`src/rtl/zcd_pkg.sv`:
```
package zcd_pkg;

    localparam int CODE_CHIPS = 8;
    localparam int CODE_SETS  = 4;

    typedef enum logic [0:0] {
        S_IDLE = 1'b0,
        S_SEND = 1'b1
    } spread_state_t;

    typedef enum logic [1:0] {
        F_CODE_A = 2'd0,
        F_CODE_B = 2'd1,
        F_LENGTH = 2'd2,
        F_NONE   = 2'd3
    } cfg_field_t;

    // Reset contents of the code bank, chip +1 stored as 1, MSB sent first.
    function automatic logic [CODE_CHIPS-1:0] reset_code(input int set_idx, input logic pick_b);
        logic [CODE_CHIPS-1:0] v;
        case ({set_idx[1:0], pick_b})
            3'b000:  v = 8'hE2;
            3'b001:  v = 8'hB7;
            3'b010:  v = 8'hB8;
            3'b011:  v = 8'hED;
            3'b100:  v = 8'h1D;
            3'b101:  v = 8'h48;
            3'b110:  v = 8'h47;
            default: v = 8'h12;
        endcase
        return v;
    endfunction

endpackage

```
`src/rtl/zcd_code_bank.sv`:
```
module zcd_code_bank #(
    parameter int CHIPS = zcd_pkg::CODE_CHIPS,
    parameter int NSETS = zcd_pkg::CODE_SETS,
    parameter int SEL_W = $clog2(NSETS),
    parameter int LEN_W = $clog2(CHIPS + 1)
) (
    input  logic             clk,
    input  logic             rst_n,
    input  logic             cfg_we,
    input  logic [SEL_W-1:0] cfg_set,
    input  logic [1:0]       cfg_field,
    input  logic [CHIPS-1:0] cfg_data,
    input  logic [SEL_W-1:0] rd_set,
    output logic [CHIPS-1:0] rd_code_a,
    output logic [CHIPS-1:0] rd_code_b,
    output logic [LEN_W-1:0] rd_len
);
    import zcd_pkg::*;

    logic [CHIPS-1:0] all_a   [NSETS];
    logic [CHIPS-1:0] all_b   [NSETS];
    logic [LEN_W-1:0] all_len [NSETS];

    logic [LEN_W-1:0] len_req;
    logic             len_ok;

    assign len_req = cfg_data[LEN_W-1:0];
    assign len_ok  = (len_req != '0) && (len_req <= LEN_W'(CHIPS));

    for (genvar g = 0; g < NSETS; g++) begin : g_set
        logic [CHIPS-1:0] a_q;
        logic [CHIPS-1:0] b_q;
        logic [LEN_W-1:0] len_q;
        logic             hit;

        assign hit = cfg_we && (cfg_set == SEL_W'(g));

        always_ff @(posedge clk or negedge rst_n) begin
            if (!rst_n) begin
                a_q   <= CHIPS'(reset_code(g, 1'b0));
                b_q   <= CHIPS'(reset_code(g, 1'b1));
                len_q <= LEN_W'(CHIPS);
            end else if (hit) begin
                unique case (cfg_field_t'(cfg_field))
                    F_CODE_A: a_q <= cfg_data;
                    F_CODE_B: b_q <= cfg_data;
                    F_LENGTH: if (len_ok) len_q <= len_req;
                    F_NONE:   ;
                endcase
            end
        end

        assign all_a[g]   = a_q;
        assign all_b[g]   = b_q;
        assign all_len[g] = len_q;
    end

    assign rd_code_a = all_a[rd_set];
    assign rd_code_b = all_b[rd_set];
    assign rd_len    = all_len[rd_set];

endmodule

```
`src/rtl/zcd_frame_ctrl.sv`:
```
module zcd_frame_ctrl #(
    parameter int SEL_W = 2
) (
    input  logic             clk,
    input  logic             rst_n,
    input  logic             frame_start,
    input  logic [SEL_W-1:0] set_sel,
    output logic [SEL_W-1:0] active_set,
    output logic             phase_b
);
    always_ff @(posedge clk or negedge rst_n) begin
        if (!rst_n) begin
            active_set <= '0;
            phase_b    <= 1'b0;
        end else if (frame_start) begin
            active_set <= set_sel;
            phase_b    <= ~phase_b;
        end
    end

endmodule

```
`src/rtl/zcd_chip_fsm.sv`:
```
module zcd_chip_fsm #(
    parameter int CHIPS = 8,
    parameter int LEN_W = $clog2(CHIPS + 1),
    parameter int CNT_W = $clog2(CHIPS)
) (
    input  logic             clk,
    input  logic             rst_n,
    input  logic             in_valid,
    input  logic             in_bit,
    input  logic [CHIPS-1:0] code,
    input  logic [LEN_W-1:0] len,
    input  logic             phase_b,
    input  logic             out_ready,
    output logic             in_ready,
    output logic             out_valid,
    output logic             out_chip,
    output logic             out_code_b
);
    import zcd_pkg::*;

    spread_state_t    state_q, state_d;
    logic [CHIPS-1:0] word_q;
    logic [CNT_W-1:0] cnt_q;
    logic [LEN_W-1:0] len_q;
    logic             tag_q;
    logic             accept;
    logic             last_chip;

    assign accept    = (state_q == S_IDLE) && in_valid;
    assign last_chip = (LEN_W'(cnt_q) == (len_q - LEN_W'(1)));

    always_ff @(posedge clk or negedge rst_n) begin
        if (!rst_n) state_q <= S_IDLE;
        else        state_q <= state_d;
    end

    always_comb begin
        state_d = state_q;
        unique case (state_q)
            S_IDLE: if (in_valid) state_d = S_SEND;
            S_SEND: if (out_ready && last_chip) state_d = S_IDLE;
        endcase
    end

    always_comb begin
        in_ready   = 1'b0;
        out_valid  = 1'b0;
        unique case (state_q)
            S_IDLE: in_ready  = 1'b1;
            S_SEND: out_valid = 1'b1;
        endcase
        out_chip   = word_q[CHIPS-1];
        out_code_b = tag_q;
    end

    always_ff @(posedge clk or negedge rst_n) begin
        if (!rst_n) begin
            word_q <= '0;
            cnt_q  <= '0;
            len_q  <= LEN_W'(CHIPS);
            tag_q  <= 1'b0;
        end else if (accept) begin
            word_q <= in_bit ? code : ~code;
            cnt_q  <= '0;
            len_q  <= len;
            tag_q  <= phase_b;
        end else if (state_q == S_SEND && out_ready) begin
            word_q <= word_q << 1;
            cnt_q  <= cnt_q + CNT_W'(1);
        end
    end

endmodule

```
`src/rtl/zcd_spreader.sv`:
```
module zcd_spreader #(
    parameter int CHIPS = zcd_pkg::CODE_CHIPS,
    parameter int NSETS = zcd_pkg::CODE_SETS,
    parameter int SEL_W = $clog2(NSETS),
    parameter int LEN_W = $clog2(CHIPS + 1)
) (
    input  logic             clk,
    input  logic             rst_n,
    input  logic [SEL_W-1:0] set_sel,
    input  logic             frame_start,
    input  logic             in_valid,
    input  logic             in_bit,
    output logic             in_ready,
    output logic             out_valid,
    output logic             out_chip,
    output logic             out_code_b,
    input  logic             out_ready,
    input  logic             cfg_we,
    input  logic [SEL_W-1:0] cfg_set,
    input  logic [1:0]       cfg_field,
    input  logic [CHIPS-1:0] cfg_data
);
    logic [SEL_W-1:0] active_set;
    logic             phase_b;
    logic [CHIPS-1:0] code_a, code_b, code_sel;
    logic [LEN_W-1:0] code_len;

    zcd_frame_ctrl #(.SEL_W(SEL_W)) u_frame (
        .clk(clk), .rst_n(rst_n), .frame_start(frame_start),
        .set_sel(set_sel), .active_set(active_set), .phase_b(phase_b)
    );

    zcd_code_bank #(.CHIPS(CHIPS), .NSETS(NSETS), .SEL_W(SEL_W), .LEN_W(LEN_W)) u_bank (
        .clk(clk), .rst_n(rst_n), .cfg_we(cfg_we), .cfg_set(cfg_set),
        .cfg_field(cfg_field), .cfg_data(cfg_data), .rd_set(active_set),
        .rd_code_a(code_a), .rd_code_b(code_b), .rd_len(code_len)
    );

    assign code_sel = phase_b ? code_b : code_a;

    zcd_chip_fsm #(.CHIPS(CHIPS), .LEN_W(LEN_W)) u_fsm (
        .clk(clk), .rst_n(rst_n), .in_valid(in_valid), .in_bit(in_bit),
        .code(code_sel), .len(code_len), .phase_b(phase_b), .out_ready(out_ready),
        .in_ready(in_ready), .out_valid(out_valid), .out_chip(out_chip),
        .out_code_b(out_code_b)
    );

endmodule

```
`config.mk`:
```
export PLATFORM = sky130hd
export DESIGN_NAME = zcd_spreader
export DESIGN_NICKNAME = d
export VERILOG_FILES = /design/src/rtl/zcd_pkg.sv /design/src/rtl/zcd_code_bank.sv /design/src/rtl/zcd_frame_ctrl.sv /design/src/rtl/zcd_chip_fsm.sv /design/src/rtl/zcd_spreader.sv
export SDC_FILE = /design/constraint.sdc
export NUM_CORES = 1
export LEC_CHECK = 0
export ABC_AREA = 1
export ABC_CLOCK_PERIOD_IN_PS = 1900
export BUFFER_PORTS_ARGS = -buffer_cell sky130_fd_sc_hd__buf_2
export CAP_MARGIN = 10
export CELL_PAD_IN_SITES_DETAIL_PLACEMENT = 1
export CELL_PAD_IN_SITES_GLOBAL_PLACEMENT = 1
export CORE_ASPECT_RATIO = 0.6
export CORE_UTILIZATION = 45
export CTS_BUF_LIST = sky130_fd_sc_hd__clkbuf_4
export DETAILED_ROUTE_END_ITERATION = 8
export HOLD_SLACK_MARGIN = 0.12
export PLACE_DENSITY_LB_ADDON = 0.08
export SYNTH_ARGS = -nofsm -noshare
export SYNTH_HDL_FRONTEND = slang
export SYNTH_SLANG_ARGS = --single-unit
```
`constraint.sdc`:
```
create_clock -name clk -period 1.9 [get_ports clk]
set_clock_uncertainty 0.05 [all_clocks]
set_input_delay 0.475 -clock clk [delete_from_list [all_inputs] [get_ports clk]]
set_output_delay 0.475 -clock clk [all_outputs]
set_load 0.02 [all_outputs]
```
==> results.py <==
metrics = {
    "floorplanning": {
        "die_w_um": 134.9,
        "row_count": 28,
        "start_util_pct": 47.26,
        "die_area_mm2": 0.01103,
        "io_pins": 25,
        "core_area_mm2": 0.01009,
        "die_h_um": 81.74,
    },
    "timing": {
        "rsz0062_at_grt": "no",
        "tns_ns": 0,
        "final_hold_viol_count": 0,
        "fmax_mhz": 575.6,
        "finalCriticalPeriod_ns": 1.737,
        "worst_pin_slew_ns": 0.5324,
        "setup_violations": 0,
        "maxSlewHeadroom_pct": 64.42,
        "slew_viol_final": 0,
        "worst_slack_ns": 0.1628,
        "finalCritPeriodShare_pct": 91.43,
    },
    "synth": {
        "syn_inst": 599,
        "synth_seq_area_share_pct": 53.45,
        "netlist.area_leader.share_pct": 33.06,
        "synth_cell_type_count": 24,
        "synth_most_common_cell": "nand2_1",
        "syn_area_mm2": 0.004768,
        "async_reset_ff_share_pct": 100.0,
        "avgSynthCellArea_um2": 7.960,
        "ys_ff_latch": 100,
        "synth_edf_count": 0,
        "yosysTopAreaCell": "dfrtp_1",
        "ys_top_cells_by_count": "nand2_1 (203), o21ai_0 (80), nand3_1 (64), dfrtp_1 (63), inv_1 (46)",
        "syn_nets": 622,
        "yosys_warnings": 0,
        "ys.flop_type": "dfrtp_1",
        "synth_area_leaders": "dfrtp_1 (33%), dfstp_2 (20%), nand2_1 (16%)",
    },
    "power": {
        "switchingPower_uw": 2182,
        "power.internal_uw": 4053,
        "p_seq_share_pct": 50.2,
        "irDropWorstVdd_mv": 0.5997,
        "p_leak_uw": 0.002544,
        "pwr-share-clk_pct": 21.2,
        "powerDensity_mw_per_mm2": 1174,
        "comb_power_share_pct": 28.7,
        "sw_frac_of_total_pct": 35.00,
    },
    "placed_design": {
        "io_buffers": 24,
        "dp.cells": 753,
        "place_hpwl_um": 9759,
        "post-place-ws_ns": 0.1557,
        "placed_area_mm2": 0.005136,
        "gp_congestion": 0.7971,
    },
    "drt": {
        "wl_um": 13720,
        "wl_per_cell_um": 17.81,
        "ant_nets": 0,
        "drt_first_pass_iters": 5,
        "drc": 0,
        "drtIter0Drc": 247,
        "vias": 4129,
        "via_per_inst": 5.362,
    },
    "setup_path": {
        "r2r-end": "u_fsm.word_q[2]",
        "worst_r2r_path_depth": 9,
        "reg2reg_setup_slack_ns": 0.16,
        "critPathLaunchType": "flop",
        "worstPathArrival_ns": 2.05,
        "critical_path_class": "reg -> reg",
        "required_ns": 2.22,
        "timing.rr.start": "u_frame.active_set[0]",
        "crit_path_end_kind": "flop",
        "crit_fanout": 14,
    },
    "global_route": {
        "antenna_found_initial": 0,
        "grt_pass1_wl_um": 22750,
        "grt_pass1_vias": 4314,
        "grt_max_degree": 46,
        "grt_use_total_pct": 27.65,
        "grt_overflow": 0,
    },
    "cts": {
        "clockRootBuffer": "clkbuf_4",
        "cts_made_buffers": 9,
        "cts.repair.resized": 0,
        "clk_latency_ns": 0.47,
        "tritoncts": "built",
        "cts_sinks": 100,
        "ctsHtreeMaxLevel": 3,
        "clk_pin_slew_ns": 0.14,
        "clock_path_buffers": 2,
    },
    "finish": {
        "nFillCells": 1249,
        "drive_gt1_share_pct": 17.80,
        "final_nets": 653,
        "final_cell_area_mm2": 0.005311,
        "antennaDiodeCount": 0,
        "synthToLayoutAreaGrowth_pct": 11.39,
        "multi_input_area_mm2": 0.001887,
        "seq_area_mm2": 0.002549,
        "stdcell_count": 770,
    },
    "min_path": {
        "min_to": "u_bank.g_set[1].b_q[6]",
        "hold_path.class": "in -> reg",
        "holdPathStages": 3,
        "hold_start": "cfg_data[6]",
    },
    "outcome": {
        "status": "complete, no violations",
    },
    "flow_run": {
        "maxCapViolCount": 0,
    },
}
[cells by family after synthesis]
group / after synthesis / synth area share [%]
flip-flops: 100 / 53.45
XOR/XNOR: 5 / 0.9184
AO/OA/AOI/OAI: 113 / 12.02
adder cells (fa/ha/maj): 2 / 0.5247
AND/OR/NAND/NOR: 298 / 26.11
buffers and inverters: 81 / 6.980
[flip-flops by register name, summed over array words and instances (netlist names)]
signal              flops
u_bank.g_set.a_q       32
u_fsm.len_q             4
u_fsm.cnt_q             3
u_fsm.word_q            8
u_fsm.state_q           1
u_bank.g_set.b_q       32
u_frame.phase_b         1
u_bank.g_set.len_q     16
u_fsm.out_code_b        1
u_frame.active_set      2
[power groups by stage]
stage / Combinational [uW] / Clock, uW / Sequential, uW
after global routing: 2050 / 1420 / 3200
after detailed placement: 1790 / 0 / 3150
after floorplan: 1200 / 0 / 3080
after CTS: 1810 / 1340 / 3130
final: 1790 / 1320 / 3130
after global placement: 1690 / 0 / 3120
[metal layers]
| metal | up-vias | track usage (%) | routed length, um |
|---|---|---|---|
| li1 | 1983 | - | - |
| met3 | 10 | 4.568 | 582 |
| met5 | - | 0 | 0 |
| met1 | 2073 | 39.27 | 6857 |
| met4 | 0 | 7.191 | 102 |
| met2 | 63 | 44.23 | 6172 |
[worst max path at each step]
stage / start / end / slack, ns / cells after the start
2_1_floorplan: cfg_we / u_bank.g_set[1].b_q[1] / 0.45 / 6
3_3_place_gp: out_ready / u_fsm.word_q[6] / 0.22 / 7
3_5_place_dp: cfg_data[0] / u_bank.g_set[3].len_q[0] / 0.16 / 7
4_1_cts: u_frame.active_set[0] / u_fsm.word_q[2] / 0.15 / 9
5_1_grt: u_frame.active_set[0] / u_fsm.word_q[3] / 0.05 / 9
6_report: u_frame.active_set[0] / u_fsm.word_q[2] / 0.16 / 9
[cell type report]
class                      instances  share of cell area (%)
clock buffer                      14                   1.979
inverter                          53                   3.746
sequential                       100                   47.99
timing repair buffer              48                   6.455
tap                              135                   3.180
clock inverter                     2                   1.131
multi-input combinational        418                   35.52
[cells in the final DEF (no fill, tap or decap), types with 14 or more instances in the layout]
cell / n
buf_2: 23
buf_4: 21
o21ai_0: 80
dfrtp_1: 63
nor2_1: 24
nand2_1: 203
o21ai_1: 20
inv_1: 46
clkbuf_4: 14
dfstp_2: 37
nand3_1: 64
[through the flow]
stage | hold WS, ns | util [%] | total power (uW)
final | 0.1705 | 52.64 | 6235
after CTS | 0.1534 | 52.64 | 6279
after global placement | 0.3603 | 50.91 | 4812
after floorplan | 0.1294 | - | 4279
after detailed placement | 0.3690 | 50.91 | 4949
after global routing | 0.1605 | 52.64 | 6671
[what timing repair did]
action,in CTS,in global routing
setup endpoints to repair,0,0
hold endpoints to repair,11,0
buffers inserted,0,0
hold buffers,1,0
[critical path, stage by stage (launching register included)]
cell and delay [ns]:
dfrtp_1 0.45, inv_2 0.24, buf_4 0.26, nand2_1 0.08, nand3_1 0.09, nand3_1 0.12, nand3_1 0.11, nand3_1 0.09
nand2_1 0.09, nand2_1 0.05
Note: power is estimated with default switching activity, not from simulation.
